--- src/rtl/wpg_pkg.sv ---
package wpg_pkg;
    typedef enum logic [1:0] {
        KS_IDLE = 2'd0,
        KS_K1A  = 2'd1,
        KS_K1B  = 2'd2,
        KS_K2A  = 2'd3
    } key_state_e;
endpackage

--- src/rtl/wpg_addr_match.sv ---
module wpg_addr_match #(
    parameter int ADDR_W  = 8,
    parameter int N_ENTRY = 4,
    parameter logic [N_ENTRY*ADDR_W-1:0] LIST = '0
) (
    input  logic [ADDR_W-1:0] addr_i,
    output logic              hit_o
);
    logic [N_ENTRY-1:0] eq;

    for (genvar g = 0; g < N_ENTRY; g++) begin : g_cmp
        assign eq[g] = (addr_i == LIST[g*ADDR_W +: ADDR_W]);
    end

    assign hit_o = |eq;
endmodule

--- src/rtl/wpg_key_fsm.sv ---
module wpg_key_fsm
    import wpg_pkg::*;
#(
    parameter int                ADDR_W     = 8,
    parameter int                DATA_W     = 8,
    parameter logic [ADDR_W-1:0] KEY_A_ADDR = 8'hF1,
    parameter logic [ADDR_W-1:0] KEY_B_ADDR = 8'hF2,
    parameter logic [DATA_W-1:0] PAT_LO     = 8'h5A,
    parameter logic [DATA_W-1:0] PAT_HI     = 8'hA5
) (
    input  logic              clk,
    input  logic              rst_n,
    input  logic              wr_en_i,
    input  logic [ADDR_W-1:0] wr_addr_i,
    input  logic [DATA_W-1:0] wr_data_i,
    output logic              toggle_o
);
    key_state_e state_q, state_d;
    logic       wr_a, wr_b;

    assign wr_a = wr_en_i && (wr_addr_i == KEY_A_ADDR);
    assign wr_b = wr_en_i && (wr_addr_i == KEY_B_ADDR);

    always_ff @(posedge clk or negedge rst_n) begin
        if (!rst_n) state_q <= KS_IDLE;
        else        state_q <= state_d;
    end

    always_comb begin
        state_d  = state_q;
        toggle_o = 1'b0;
        if (wr_a || wr_b) begin
            state_d = KS_IDLE;
            unique case (state_q)
                KS_IDLE: if (wr_a && wr_data_i == PAT_LO) state_d = KS_K1A;
                KS_K1A:  if (wr_b && wr_data_i == PAT_HI) state_d = KS_K1B;
                KS_K1B:  if (wr_a && wr_data_i == PAT_HI) state_d = KS_K2A;
                KS_K2A:  if (wr_b && wr_data_i == PAT_LO) toggle_o = 1'b1;
            endcase
        end
    end
endmodule

--- src/rtl/wpg_guard.sv ---
module wpg_guard #(
    parameter int                        ADDR_W     = 8,
    parameter int                        DATA_W     = 8,
    parameter int                        N_GUARD    = 4,
    parameter logic [N_GUARD*ADDR_W-1:0] GUARD_LIST = {8'h30, 8'h20, 8'h11, 8'h10},
    parameter logic [ADDR_W-1:0]         KEY_A_ADDR = 8'hF1,
    parameter logic [ADDR_W-1:0]         KEY_B_ADDR = 8'hF2
) (
    input  logic              clk,
    input  logic              rst_n,
    input  logic              wr_en_i,
    input  logic [ADDR_W-1:0] wr_addr_i,
    input  logic [DATA_W-1:0] wr_data_i,
    output logic              wr_en_o,
    output logic [ADDR_W-1:0] wr_addr_o,
    output logic [DATA_W-1:0] wr_data_o,
    output logic              protect_o,
    output logic              viol_irq_o
);
    localparam logic [DATA_W-1:0] PAT_LO = DATA_W'(8'h5A);
    localparam logic [DATA_W-1:0] PAT_HI = DATA_W'(8'hA5);

    logic guard_hit, blocked, toggle, prot_q, irq_q;

    wpg_addr_match #(
        .ADDR_W (ADDR_W),
        .N_ENTRY(N_GUARD),
        .LIST   (GUARD_LIST)
    ) u_match (
        .addr_i(wr_addr_i),
        .hit_o (guard_hit)
    );

    wpg_key_fsm #(
        .ADDR_W    (ADDR_W),
        .DATA_W    (DATA_W),
        .KEY_A_ADDR(KEY_A_ADDR),
        .KEY_B_ADDR(KEY_B_ADDR),
        .PAT_LO    (PAT_LO),
        .PAT_HI    (PAT_HI)
    ) u_fsm (
        .clk      (clk),
        .rst_n    (rst_n),
        .wr_en_i  (wr_en_i),
        .wr_addr_i(wr_addr_i),
        .wr_data_i(wr_data_i),
        .toggle_o (toggle)
    );

    assign blocked = wr_en_i && guard_hit && prot_q;

    always_ff @(posedge clk or negedge rst_n) begin
        if (!rst_n) begin
            prot_q <= 1'b0;
            irq_q  <= 1'b0;
        end else begin
            prot_q <= prot_q ^ toggle;
            irq_q  <= blocked;
        end
    end

    assign wr_en_o    = wr_en_i && !blocked;
    assign wr_addr_o  = wr_addr_i;
    assign wr_data_o  = wr_data_i;
    assign protect_o  = prot_q;
    assign viol_irq_o = irq_q;
endmodule

--- config.mk ---
export PLATFORM = sky130hd
export DESIGN_NAME = wpg_guard
export DESIGN_NICKNAME = d
export VERILOG_FILES = /design/src/rtl/wpg_pkg.sv /design/src/rtl/wpg_addr_match.sv /design/src/rtl/wpg_key_fsm.sv /design/src/rtl/wpg_guard.sv
export SDC_FILE = /design/constraint.sdc
export NUM_CORES = 1
export LEC_CHECK = 0
export BUFFER_PORTS_ARGS = -buffer_cell sky130_fd_sc_hd__buf_2
export CAP_MARGIN = 20
export CORE_AREA = 5 5 42 44
export DETAILED_ROUTE_END_ITERATION = 12
export DIE_AREA = 0 0 47 49
export PLACE_DENSITY = 0.71
export SYNTH_ARGS = -nofsm -noshare
export SYNTH_HDL_FRONTEND = slang
export SYNTH_SLANG_ARGS = --single-unit
--- constraint.sdc ---
create_clock -name clk -period 2.3 [get_ports clk]
set_input_delay 0.46 -clock clk [delete_from_list [all_inputs] [get_ports clk]]
set_output_delay 0.46 -clock clk [all_outputs]
set_load 0.005 [all_outputs]
Word-level counts from Yosys, hierarchy flattened
Index checks and enable logic that the tools add are counted.
- word-level logic and storage cells: 35
- input bits: 19
- register bits: 4
- output and inout port bits: 19
- muxes and demuxes: 7
- reduce and logical (&&, ||, !) cells: 13
- eq/ne operators: 11
- bitwise logic cells: 1
- operator list (cell ; number):
    8-bit equality test (second input constant) ; 3
    8-bit by 5-bit equality test with 1-bit output (second input constant) ; 2
    8-bit by 6-bit equality test with 1-bit output (second input constant) ; 2
    1-bit logical AND ; 9
    8-bit by 7-bit equality test with 1-bit output (second input constant) ; 1
    2-bit case mux with 3 select lines ; 1
    2-bit equality test (second input constant) ; 2
    1-bit two-way mux ; 4
    2-bit two-way mux ; 2
    4-bit OR reduction ; 1
    2-bit by 1-bit equality test with 1-bit output (second input constant) ; 1
    2-bit zero test ; 1
    1-bit zero test ; 1
    1-bit logical OR ; 1
    1-bit XOR ; 1

Longest topological paths before layout
- depth in word-level cells: 7
- gate-level depth with buffers: 4

Cells and area by module
From an unflattened synthesis, not the netlist that was laid out.
- cells, all modules: 51
- area, all modules: 442.9 um^2
- by module, submodules not included (module ; cells an instance ; times used ; area an instance (um^2)):
    wpg_key_fsm ; 26 ; 1 ; 217.7
    wpg_guard ; 21 ; 1 ; 192.7
    wpg_addr_match ; 4 ; 1 ; 32.5

Least setup slack after synthesis
Ideal clock, no wire load.
- path type: input-to-output
- from: in wr_addr_i[3]
- to: out wr_en_o
- stages on the path: 3
- arrival: 1.163 ns
- path buffers: 0
- slack: 0.677 ns
- path through: or3b_4 -> nor3_1 -> nor2b_1
- longest elaborated chain between the ends: 6
- elaborated cells between the ends (all ways): 9
- classes of those cells: eq/ne (4); reduce/logical (5)
- RTL lines (element ; RTL line ; text):
    start, declared ; wpg_guard.sv:12 ; input logic [ADDR_W-1:0] wr_addr_i,
    8-bit by 5-bit equality test with 1-bit output or 8-bit by 6-bit equality test with 1-bit output (tied branches) ; wpg_addr_match.sv:12 ; assign eq[g] = (addr_i == LIST[g*ADDR_W +: ADDR_W]);
    4-bit OR reduction * ; wpg_addr_match.sv:15 ; assign hit_o = |eq;
    1-bit logical AND * (2 in series) ; wpg_guard.sv:50 ; assign blocked = wr_en_i && guard_hit && prot_q;
    via blocked ; wpg_guard.sv:23 ; logic guard_hit, blocked, toggle, prot_q, irq_q;
    1-bit zero test * ; wpg_guard.sv:62 ; assign wr_en_o = wr_en_i && !blocked;
    1-bit logical AND * ; wpg_guard.sv:62 ;
    end, declared ; wpg_guard.sv:14 ; output logic wr_en_o,
Mark *: on every way through the listed nets, which the timed path passes. The rest lies on a longest branch.

Worst setup path after layout
Ends and elaborated chain as after synthesis.

==> impl_metrics.toml <==
[status]
outcome = "completed"

[synth]
synth_cell_types = 21
syn_avg_cell_area_um2 = 8.91
synth_fp_nets = 67
yosysWarningCount = 0
synth_area_um2 = 428
synth_seq_cells = 4
synth-seq-area-share_pct = 23.4
synthCells = 48

[layout]
nets = 93
antennaDiodeCount = 0
syn_to_final_growth_pct = 25.1
drive_gt1_share_pct = 59.7
fin_area_um2 = 536
final_util_pct = 38.2
layout_commonest_cell = "buf_2"
most-common-layout-cells = "buf_2 (37), dfrtp_1 (4), nand2_1 (3), clkbuf_4 (3)"

[global_routing]
first_global_vias = 414
overflow = 0
grt_pass1_wl_mm = 1.61
track_usage_pct = 9.73
grt_max_degree = 6
antenna_found_initial = 0

[flow_run]
drv_cap = 0

[timing]
hold_violations = 0
rsz0062_at_grt = "false"
fin_ws_ns = 0.415
fmax_mhz = 531
worst-slew-pin-transition_ns = 0.349
period_minus_slack_ns = 1.88
finClkSkew_ns = 0.00379
slew_violations = 0
finalSetupTns_ns = 0
post-route-period-util_pct = 82.0
setup_viol = 0
relSlewSlack_pct = 76.4

[die]
dieArea_um2 = 2300
core-area_um2 = 1400
rows = 14
start_util_pct = 30.5
die_y_um = 49
die_x_um = 47
io_pins = 38

[setup_path]
worst_ep_required_time_ns = 1.84
worst_setup_path_start_kind = "input port"
regToRegStartpoint = "u_fsm.state_q[0]"
crit_type = "input port to output port"
crit_start = "wr_addr_i[3]"
setup.worst_path.end_class = "output port"
slowest_stage = "or3b_4"
worstReg2RegEnd = "u_fsm.state_q[1]"
path_buf_inv = 2
critical_path.cell_chain = "buf_2 -> or3b_4 -> nor3_1 -> nor2b_1 -> buf_2"
reg2reg_slack_ns = 1.25
worstPathArrival_ns = 1.42
crit_family = "simple AND/OR/NAND/NOR gates"
worst_r2r_path_depth = 4
critPathMostFrequentCell = "buf_2"
max_stage_delay_ns = 0.42
path_max_fanout = 4

[power]
power_density_nw_per_um2 = 415
leakage_nw = 0.265
p_total_mw = 0.222
peakVddDrop_v = 0.000138

[cts]
cts_setup_buffers = 0
cts-root-buf = "clkbuf_4"
cts.sinks = 4
clock_latency_ns = 0.24
hold_buffers = 0
clk_pin_slew_worst_paths_ns = 0.04
cts_tree = "built"
cts-resized-gates = 0
cts_htree_levels = 1
cts_buffers = 3
clockBufferDepth = 2

[route]
ant_nets = 0
wl_per_cell_um = 11.9
dr.pass1.iters = 3
drt_iter0_drc = 8
via_count = 424
routed_wl_mm = 1.05
drc = 0
post_drt_via_cell_ratio = 4.82

[place]
place.gp.congestion = 0.605
place_area_um2 = 513
hpwl_um = 907
dpl_worst_slack_ns = 0.411
portBuffers = 37

[min_path]
hp-class = "input port to async pin"
[how the worst max path moves through the flow]
stage / cells after the start / end
3_3_place_gp: 5 / wr_en_o
4_1_cts: 5 / wr_en_o
6_report: 5 / wr_en_o
5_1_grt: 5 / wr_en_o
3_5_place_dp: 5 / wr_en_o
2_1_floorplan: 3 / wr_en_o
[per-stage QoR]
step / hold WS (ns) / instances
2_1_floorplan: 0.164 / 48
3_3_place_gp: 0.266 / 85
6_report: 0.0173 / 88
3_5_place_dp: 0.269 / 85
4_1_cts: 0.0128 / 88
5_1_grt: 0.0216 / 88
[logic make-up after synthesis]
group / count (synthesis) / share of synthesized area, %
xor+xnor: 2 / 4.09
compound gates: 5 / 8.48
buf+inv: 18 / 29.8
flops: 4 / 23.4
simple gates: 19 / 34.2
[worst register-to-register path: stages, from the launching register on]
cell	delay [ns]
dfrtp_1	0.38
nand2b_1	0.16
nor4_2	0.19
nand2_1	0.08
a31oi_1	0.16
[flip-flops by register name, summed over array words and instances (netlist names)]
register       cells
u_fsm.state_q      2
protect_o          1
viol_irq_o         1
[final cells by class]
cell class	count	area, um2
fillers	149	866
multi-input cells	26	200
repair buffers	37	185
flip-flops and latches	4	100
clock buffers	3	22.5
well taps	16	20.0
inverters	2	7.51
[Yosys cell counts]
| cell | n | area [um2] |
|---|---|---|
| nor2_1 | 2 | 7.51 |
| or3b_4 | 1 | 11.3 |
| nor4_2 | 1 | 12.5 |
| nand2_1 | 3 | 11.3 |
| dfrtp_1 | 4 | 100 |
| nand4bb_1 | 2 | 22.5 |
| buf_4 | 16 | 120 |
| nor4_4 | 1 | 21.3 |
| o2bb2ai_1 | 1 | 8.76 |
| nor3_1 | 2 | 10.0 |
| nor2b_1 | 1 | 6.26 |
| nand2b_1 | 1 | 6.26 |
| nand3_1 | 1 | 5.00 |
| nor4bb_1 | 2 | 20.0 |
| inv_1 | 2 | 7.51 |
| xnor2_1 | 2 | 17.5 |
| a31oi_1 | 1 | 6.26 |
| a21oi_1 | 1 | 5.00 |
| o31ai_1 | 1 | 7.51 |
| nand4_1 | 2 | 12.5 |
| o2111ai_1 | 1 | 8.76 |
[layer usage]
metal	GRT usage, %	share of wire, %	up-vias
li1	-	-	208
met1	10.6	39	189
met2	14.9	48	27
met3	2.21	13	0
met4	8.29	0	0
met5	0	0	-
[where the power goes]
part           switching (mW)  total [mW]  internal [mW]
logic                  0.0276      0.0574         0.0298
clock network          0.0313      0.0899         0.0586
registers             0.00179      0.0751         0.0734
Power figures use the tool's default switching activity.
